`src/rtl/ptw_pkg.sv`:
```
package ptw_pkg;
  localparam int VA_W     = 48;
  localparam int PA_W     = 40;
  localparam int PG_OFF_W = 12;
  localparam int IDX_W    = 9;
  localparam int LEVELS   = 4;
  localparam int ENT_W    = 64;
  localparam int ENT_SH   = 3;  // log2 of entry bytes
  localparam int PPN_W    = PA_W - PG_OFF_W;
  localparam int LVL_W    = $clog2(LEVELS);

  localparam int B_VALID = 0;
  localparam int B_WR    = 1;
  localparam int B_USR   = 2;
  localparam int B_REF   = 5;
  localparam int B_MOD   = 6;

  typedef enum logic [2:0] {
    ST_IDLE, ST_L4, ST_L3, ST_L2, ST_L1, ST_DONE, ST_FAULT
  } walk_state_e;

  typedef struct packed {
    logic             valid;
    logic             wr;
    logic             usr;
    logic             ref_b;
    logic             mod;
    logic [PPN_W-1:0] ppn;
  } pte_t;
endpackage

```
`src/rtl/ptw_addr_gen.sv`:
```
module ptw_addr_gen
  import ptw_pkg::*;
(
  input  logic [VA_W-1:0]  vaddr_i,
  input  logic [LVL_W-1:0] lvl_i,
  input  logic [PPN_W-1:0] base_ppn_i,
  output logic [PA_W-1:0]  entry_addr_o
);
  logic [IDX_W-1:0] idx_a [LEVELS];
  logic [IDX_W-1:0] idx_sel;

  for (genvar g = 0; g < LEVELS; g++) begin : g_idx
    assign idx_a[g] = vaddr_i[PG_OFF_W + g*IDX_W +: IDX_W];
  end

  assign idx_sel      = idx_a[lvl_i];
  assign entry_addr_o = {base_ppn_i, {PG_OFF_W{1'b0}}}
                      + PA_W'({idx_sel, {ENT_SH{1'b0}}});
endmodule

```
`src/rtl/ptw_pte_decode.sv`:
```
module ptw_pte_decode
  import ptw_pkg::*;
(
  input  logic [ENT_W-1:0] raw_i,
  output pte_t             pte_o
);
  logic unused_bits;

  assign pte_o.valid = raw_i[B_VALID];
  assign pte_o.wr    = raw_i[B_WR];
  assign pte_o.usr   = raw_i[B_USR];
  assign pte_o.ref_b = raw_i[B_REF];
  assign pte_o.mod   = raw_i[B_MOD];
  assign pte_o.ppn   = raw_i[PG_OFF_W +: PPN_W];
  assign unused_bits = ^{raw_i[ENT_W-1:PA_W], raw_i[PG_OFF_W-1:B_MOD+1],
                         raw_i[B_REF-1:B_USR+1]};
endmodule

```
`src/rtl/pt_walker.sv`:
```
module pt_walker
  import ptw_pkg::*;
(
  input  logic             clk_i,
  input  logic             rst_ni,
  input  logic             req_valid_i,
  output logic             req_ready_o,
  input  logic [VA_W-1:0]  req_vaddr_i,
  input  logic [PPN_W-1:0] req_root_ppn_i,
  output logic             mem_req_valid_o,
  input  logic             mem_req_ready_i,
  output logic [PA_W-1:0]  mem_req_addr_o,
  input  logic             mem_rsp_valid_i,
  input  logic [ENT_W-1:0] mem_rsp_data_i,
  output logic             rsp_valid_o,
  input  logic             rsp_ready_i,
  output logic             rsp_fault_o,
  output logic [LVL_W-1:0] rsp_fault_lvl_o,
  output logic [PA_W-1:0]  rsp_paddr_o,
  output logic             rsp_wr_o,
  output logic             rsp_usr_o,
  output logic             rsp_ref_o,
  output logic             rsp_mod_o
);
  walk_state_e      state_q, state_nxt_lvl;
  logic             pending_q;
  logic [VA_W-1:0]  vaddr_q;
  logic [PPN_W-1:0] base_q;
  logic [LVL_W-1:0] cur_lvl, flt_lvl_q;
  logic             wr_q, usr_q, ref_q, mod_q;
  logic             walking, mem_fire, rsp_take;
  pte_t             pte;

  always_comb begin
    cur_lvl       = '0;
    state_nxt_lvl = ST_L1;
    unique case (state_q)
      ST_L4:   begin cur_lvl = LVL_W'(3); state_nxt_lvl = ST_L3; end
      ST_L3:   begin cur_lvl = LVL_W'(2); state_nxt_lvl = ST_L2; end
      ST_L2:   begin cur_lvl = LVL_W'(1); state_nxt_lvl = ST_L1; end
      default: ;
    endcase
  end

  assign walking  = (state_q == ST_L4) || (state_q == ST_L3)
                 || (state_q == ST_L2) || (state_q == ST_L1);
  assign mem_fire = mem_req_valid_o && mem_req_ready_i;
  // responses count only while a read is pending
  assign rsp_take = walking && pending_q && mem_rsp_valid_i;

  ptw_addr_gen u_addr_gen (
    .vaddr_i      (vaddr_q),
    .lvl_i        (cur_lvl),
    .base_ppn_i   (base_q),
    .entry_addr_o (mem_req_addr_o)
  );

  ptw_pte_decode u_pte_decode (
    .raw_i (mem_rsp_data_i),
    .pte_o (pte)
  );

  always_ff @(posedge clk_i or negedge rst_ni) begin
    if (!rst_ni) begin
      state_q   <= ST_IDLE;
      pending_q <= 1'b0;
      vaddr_q   <= '0;
      base_q    <= '0;
      flt_lvl_q <= '0;
      wr_q      <= 1'b0;
      usr_q     <= 1'b0;
      ref_q     <= 1'b0;
      mod_q     <= 1'b0;
    end else begin
      unique case (state_q)
        ST_IDLE: if (req_valid_i) begin
          vaddr_q   <= req_vaddr_i;
          base_q    <= req_root_ppn_i;
          pending_q <= 1'b0;
          state_q   <= ST_L4;
        end
        ST_L4, ST_L3, ST_L2, ST_L1: begin
          if (mem_fire) pending_q <= 1'b1;
          if (rsp_take) begin
            pending_q <= 1'b0;
            if (!pte.valid) begin
              state_q   <= ST_FAULT;
              flt_lvl_q <= cur_lvl;
              wr_q      <= 1'b0;
              usr_q     <= 1'b0;
              ref_q     <= 1'b0;
              mod_q     <= 1'b0;
            end else begin
              base_q <= pte.ppn;
              if (state_q == ST_L1) begin
                state_q   <= ST_DONE;
                flt_lvl_q <= '0;
                wr_q      <= pte.wr;
                usr_q     <= pte.usr;
                ref_q     <= pte.ref_b;
                mod_q     <= pte.mod;
              end else begin
                state_q <= state_nxt_lvl;
              end
            end
          end
        end
        ST_DONE, ST_FAULT: if (rsp_ready_i) state_q <= ST_IDLE;
        default: state_q <= ST_IDLE;
      endcase
    end
  end

  assign req_ready_o     = (state_q == ST_IDLE);
  assign mem_req_valid_o = walking && !pending_q;
  assign rsp_valid_o     = (state_q == ST_DONE) || (state_q == ST_FAULT);
  assign rsp_fault_o     = (state_q == ST_FAULT);
  assign rsp_fault_lvl_o = flt_lvl_q;
  assign rsp_paddr_o     = {base_q, vaddr_q[PG_OFF_W-1:0]};
  assign rsp_wr_o        = wr_q;
  assign rsp_usr_o       = usr_q;
  assign rsp_ref_o       = ref_q;
  assign rsp_mod_o       = mod_q;
endmodule

```
`config.mk`:
```
export PLATFORM = sky130hd
export DESIGN_NAME = pt_walker
export DESIGN_NICKNAME = d
export VERILOG_FILES = /design/src/rtl/ptw_pkg.sv /design/src/rtl/ptw_addr_gen.sv /design/src/rtl/ptw_pte_decode.sv /design/src/rtl/pt_walker.sv
export SDC_FILE = /design/constraint.sdc
export NUM_CORES = 1
export LEC_CHECK = 0
export BUFFER_PORTS_ARGS = -buffer_cell sky130_fd_sc_hd__buf_2
export CORE_ASPECT_RATIO = 1.75
export CORE_MARGIN = 1.5
export CORE_UTILIZATION = 28
export CTS_BUF_LIST = sky130_fd_sc_hd__clkbuf_4 sky130_fd_sc_hd__clkbuf_8
export DETAILED_ROUTE_END_ITERATION = 12
export PLACE_DENSITY_LB_ADDON = 0.25
export SKIP_LAST_GASP = 1
export SLEW_MARGIN = 20
export SYNTH_ARGS = -nofsm -noshare
export SYNTH_HDL_FRONTEND = slang
export SYNTH_SLANG_ARGS = --single-unit
```
`constraint.sdc`:
```
create_clock -name clk_i -period 2.4 [get_ports clk_i]
set_clock_uncertainty 0.1 [all_clocks]
set_input_delay 0.12 -clock clk_i [delete_from_list [all_inputs] [get_ports clk_i]]
set_output_delay 0.12 -clock clk_i [all_outputs]
set_load 0.02 [all_outputs]
```
After elaboration in Yosys (flattened, before gate mapping). Index checks and enable logic that the tools add are counted.

Output and inout port bits: 90. Register bits after elaboration: 86.

Eq/ne operators: 12. Bitwise logic cells: 1. Magnitude comparators: 1. Reduce and logical (&&, ||, !) cells: 18. Add/subtract/negate cells: 1. Multiplexer cells: 29.

Operator list (count): $mux 28 (3); $pmux 28 s2 (1); $add 40x12->40 (1); $bmux 9 s2 (1); $mux 9 (2); $mux 3 (5); $mux 1 (11); $eq 3x3->1 const B (3); $pmux 3 s3 (1); $reduce_and 3->1 (3); $ne 2x2->1 const B (4); $eq 3x2->1 const B (2); $pmux 2 s3 (1); $pmux 3 s2 (1); $logic_and 1x1->1 (4); $logic_or 1x1->1 (4); $mux 2 (2); $reduce_and 4->1 (1); $reduce_or 4->1 (1); $eq 3x1->1 const B (1); $ge 3x3->1 const B (1); $logic_not 3->1 (1); $ne 3x3->1 const B (1); $not 2->3 (1); other kinds (6) (6).

Depth between registers and ports, before layout.
Depth after elaboration: 9. Gate-level depth with buffers: 7.

Hierarchy. From an unflattened synthesis, not the netlist that was laid out.

Cells, all modules: 358. Area total of the unflattened synthesis: 4764.6 µm².

Modules (own cells, without submodules): pt_walker (area each 4061.4 µm², cells each 282, seq. area each 2152.1 µm², times used 1); ptw_addr_gen (area each 455.4 µm², cells each 43, seq. area each 0.0 µm², times used 1); ptw_pte_decode (area each 247.7 µm², cells each 33, seq. area each 0.0 µm², times used 1).

Least setup slack after synthesis. OpenSTA, ideal clock, no wires.

Path type: register -> register. Start: reg state_q[1]. End: reg base_q[10]. Library setup time: 125 ps. Slack: 463 ps. Arrival: 1712 ps. Path buffers: 2. Clock period less this slack: 1937 ps. Cell stages (with the launch flop): 7. Cells stage by stage: dfrtp_1 -> buf_6 -> o211a_1 -> a211o_1 -> o21ai_4 -> buf_6 -> mux2_2.

Longest elaborated chain between the ends: 8. Elaborated cells between the ends (all ways): 17.

Ends and longest elaborated chain: start: declaration (RTL line pt_walker.sv:25) `walk_state_e state_q, state_nxt_lvl;`; start signal: assignment (RTL line pt_walker.sv:103) `state_q <= state_nxt_lvl;`; $eq 3x1->1 or $eq 3x2->1 (tied branches) (RTL line pt_walker.sv:45, pt_walker.sv:75); $logic_or 1x1->1 (RTL line pt_walker.sv:45) `assign walking = (state_q == ST_L4) || (state_q == ST_L3)`; $logic_or 1x1->1 (2 in a row) (RTL line pt_walker.sv:46) `|| (state_q == ST_L2) || (state_q == ST_L1);`; $logic_and 1x1->1 (2 in a row) (RTL line pt_walker.sv:49) `assign rsp_take = walking && pending_q && mem_rsp_valid_i;`; $ne 2x2->1 (no line); $reduce_and 4->1 (no line); end signal: assignment (RTL line pt_walker.sv:78) `base_q <= req_root_ppn_i;`; end signal: assignment (RTL line pt_walker.sv:94) `base_q <= pte.ppn;`; end: declaration (RTL line pt_walker.sv:28) `logic [PPN_W-1:0] base_q;`.

Parallel ways exist; a longest one is shown, timed or not. A chain may end at the register's enable or synchronous reset.

Final worst setup path.
Start: reg state_q[1]. End: out mem_req_addr_o[9].

Longest elaborated chain between the ends: 7. Elaborated cells between the ends (all ways): 9.

Ends and longest elaborated chain: $eq 3x2->1 or $eq 3x1->1 (tied branches) (RTL line pt_walker.sv:37) `unique case (state_q)`; $pmux 2 s3 * (RTL line pt_walker.sv:37); $not 2->3 (implied by the code) * (RTL line ptw_addr_gen.sv:16) `assign idx_sel = idx_a[lvl_i];`; $bmux 9 s2 * (RTL line ptw_addr_gen.sv:16); $mux 9 (implied by the code) * (2 in a row) (RTL line ptw_addr_gen.sv:16); $add 40x12->40 * (RTL line ptw_addr_gen.sv:18) `+ PA_W'({idx_sel, {ENT_SH{1'b0}}});`; end: declaration (RTL line pt_walker.sv:12) `output logic [PA_W-1:0] mem_req_addr_o,`.

Mark *: on every way between the ends. The rest lies on a longest branch, timed or not. The select of a mux whose other input is x is not followed.

==> flow_summary.ini <==
[power_and_ir_drop]
finalPower_w = 0.00888
p_leak_nw = 3.11
power.density_cell_area_nw_per_um2 = 1360
irDropWorstVdd_uv = 540

[worst_setup_path]
critPathBufInv = 2
cp_slowest_cell = mux4_2
cp_max_fo = 10
timing.critical_path.required_ns = 2.18
critical_path.endpoint_type = primary output
worst-setup-path-type = flip-flop to primary output
worst_path_arrival_time_ns = 2.09
critical_path.startpoint_type = flip-flop
cpLargestDelayFamily = multiplexers
critical_path.max_stage_delay_ns = 0.48
crit_path_cell_trace = xor2_1 -> nor2b_4 -> buf_12 -> mux4_2 -> buf_2

[global_route]
grt_start_max_net_pins = 49
grt.met1_usage_pct = 13.6
vias_in_the_first_global_route = 3549
gr-usage-met2_pct = 26.3
grtUsageTotal_pct = 13.4
grt_met3_usage_pct = 3.63
grt_first_pass_wirelength_um = 17400
grt.overflow.total = 0
antenna_found_initial = 0
globalRoute.busiestLayer = met2

[synth]
synth-seq-cells = 86
synth.yosys.seq_area_share_pct = 48.8
ys_types = 35
syn_area_um2 = 4410
ys_dominant_reg_cell = dfrtp_1
count_of_flip_flops_with_a_built_in_enable_after_synthesis = 0
syn-instance-count = 321
yosys_warnings = 0
async_flop_share_pct = 100
avg_inst_size_synth_um2 = 13.7

[cts]
htree_num_levels = 3
clockRootBuffer = clkbuf_8
tritoncts = done
cts_made_buffers = 9
worstSkewPairLatency_ns = 0.35
numClockSinks = 86
clkSlewWorstSetupHoldPaths_ns = 0.08
cts_buffer_depth = 2

[worst_hold_path]
hp-class = input pin to flip-flop

[floorplanning]
die_y_um = 169
core_area_um2 = 15400
placement_rows = 60
initial_utilization_pct = 28.6
die-width_um = 97.8
dieArea_um2 = 16500
total_i_o_pin_count = 236

[timing]
timing.final.ws_setup_ns = 0.0917
setup_viol = 0
timing.max_slew.rel_slack_pct = 39.7
totalNegativeSetupSlack_ns = 0
rsz0062_at_grt = no
post-route-min-period_ns = 2.31
timing.fmax_mhz = 433
final.period_utilization_pct = 96.2
worst-slew-pin-transition_ns = 0.901
final_hold_vio_count = 0
timing.final.max_slew_violations = 0

[detailed_routing]
drt-initial-drc-count = 30
first_drt_pass_iteration_count = 3
vias = 3380
drc_errors = 0
ant_nets = 0
wire_per_inst_um = 14.2
routed_wirelength_um = 11000
vias_per_cell = 4.37

[job]
drv.max_cap_violation_count = 0

[placement]
gp_routability_congestion = 0.732
buffer_ports.inserted = 201
post-place-ws_ns = 0.199
post-dp-hpwl_um = 7750

[cells_and_area]
nNetsFinal = 728
fillerInstances = 1441
insertedDiodeCount = 0
area_growth_syn_to_layout_pct = 48.5
drive_above_1_share_pct = 59.6

[outcome]
run_status = finished, final reports clean
==> worst register-to-register path, stage by stage, from the launching register on <==
cell and delay (ns):
dfrtp_2 0.45, nor2_4 0.08, o21ba_2 0.22, o21ai_4 0.72, mux2_2 0.42
==> synth_stat cells (all sizes together) (2+ instances only) <==
master / count / share of area (%)
a31oi: 2 / 0.28
dfrtp: 86 / 49
nor3: 3 / 0.34
o22ai: 2 / 0.28
o21ai: 2 / 0.48
a21oi: 8 / 0.91
maj3: 2 / 0.45
mux2: 105 / 28
inv: 6 / 0.51
buf: 57 / 9.6
and2: 2 / 0.28
nand3: 2 / 0.23
nand2: 6 / 0.51
nor2b: 4 / 0.57
clkbuf: 5 / 0.43
nor2: 3 / 0.43
mux2i: 5 / 1.1
mux4: 9 / 4.6
==> routing by layer <==
layer | wire length, um | vias up
met5 | 0 | -
met2 | 5960 | 147
li1 | - | 1608
met3 | 665 | 7
met4 | 123 | 0
met1 | 4240 | 1618
==> cells by family (layout without fill, tap and decap cells) <==
kind of cell / Yosys count / in the layout / share of synthesized area [%]
and+or+nand+nor: 23 / 23 / 3.04
buffers and inverters: 68 / 332 / 10.6
other: 1 / 3 / 0.0851
adders and majority gates: 2 / 2 / 0.454
DFF: 86 / 86 / 48.8
muxes: 119 / 119 / 33.3
AOI/OAI and AO/OA: 20 / 20 / 3.29
xor gates and xnor gates: 2 / 2 / 0.398
==> state kept, by name, summed over array words and instances (netlist names) <==
name	flops
rsp_ref_o	1
pending_q	1
rsp_wr_o	1
base_q	28
vaddr_q	48
rsp_mod_o	1
rsp_fault_lvl_o	2
rsp_usr_o	1
state_q	3
==> path summary, 6_finish.rpt <==
kind / to / cells past startpoint / slack (ns) / start
min in group asynchronous: base_q[27]$_DFFE_PN0P_ / 2 / 0.18 / rst_ni
max in group asynchronous: rsp_mod_o$_DFFE_PN0P_ / 3 / 1.36 / rst_ni
hold reg to reg: vaddr_q[30]$_DFFE_PN0P_ / 1 / 0.41 / vaddr_q[30]$_DFFE_PN0P_
setup / recovery: mem_req_addr_o[9] / 5 / 0.09 / state_q[1]$_DFFE_PN0P_
setup reg to reg: base_q[9]$_DFFE_PN0P_ / 4 / 0.30 / state_q[0]$_DFFE_PN0P_
hold / removal: base_q[13]$_DFFE_PN0P_ / 3 / 0.02 / req_root_ppn_i[13]
==> timing repair <==
action | 4_1_cts | 5_1_grt
hold buffers | 99 | 0
setup endpoints to repair | 1 | 2
resized for setup | 2 | 3
setup buffers | 0 | 0
endpoints found under the hold margin | 117 | 0
==> power breakdown <==
group	internal, W	switching, W
combinational	0.00258	0.00266
clock	0.000426	0.000555
sequential	0.00221	0.000461
total	0.00521	0.00368
==> final cells by class <==
type / instances / area [um2] / share of cell area, %
Clock buffer: 11 / 145 / 2.22
Clock inverter: 5 / 41.3 / 0.631
Inverter: 6 / 22.5 / 0.344
Multi-Input combinational cell: 169 / 1820 / 27.8
Sequential cell: 86 / 2150 / 32.9
Tap cell: 186 / 233 / 3.56
Timing Repair Buffer: 310 / 2130 / 32.5
==> cell usage in the layout, fill, tap and decap left out, drive strengths merged, types with 3 or more instances in the layout <==
| cell | n |
|---|---|
| dfrtp | 86 |
| mux2i | 5 |
| inv | 8 |
| mux4 | 9 |
| buf | 211 |
| nor2b | 4 |
| conb | 3 |
| nor3 | 3 |
| mux2 | 105 |
| clkbuf | 11 |
| a21oi | 8 |
| nor2 | 3 |
| dlygate4sd3 | 99 |
| nand2 | 6 |
==> stage by stage <==
| stage | utilization [%] | hold slack [ns] | instance area (um2) | std cells |
|---|---|---|---|---|
| 6_report | 42.5 | 0.0241 | 6550 | 773 |
| 5_1_grt | 42.5 | 0.00479 | 6550 | 773 |
| 4_1_cts | 42.5 | 0.0000258 | 6530 | 773 |
| 3_5_place_dp | 34.8 | 0.0315 | 5350 | 658 |
| 3_3_place_gp | 34.8 | 0.0251 | 5350 | 658 |
| 2_1_floorplan | - | -0.276 | 4410 | 323 |
No activity file was read; power rests on OpenSTA's default activity.
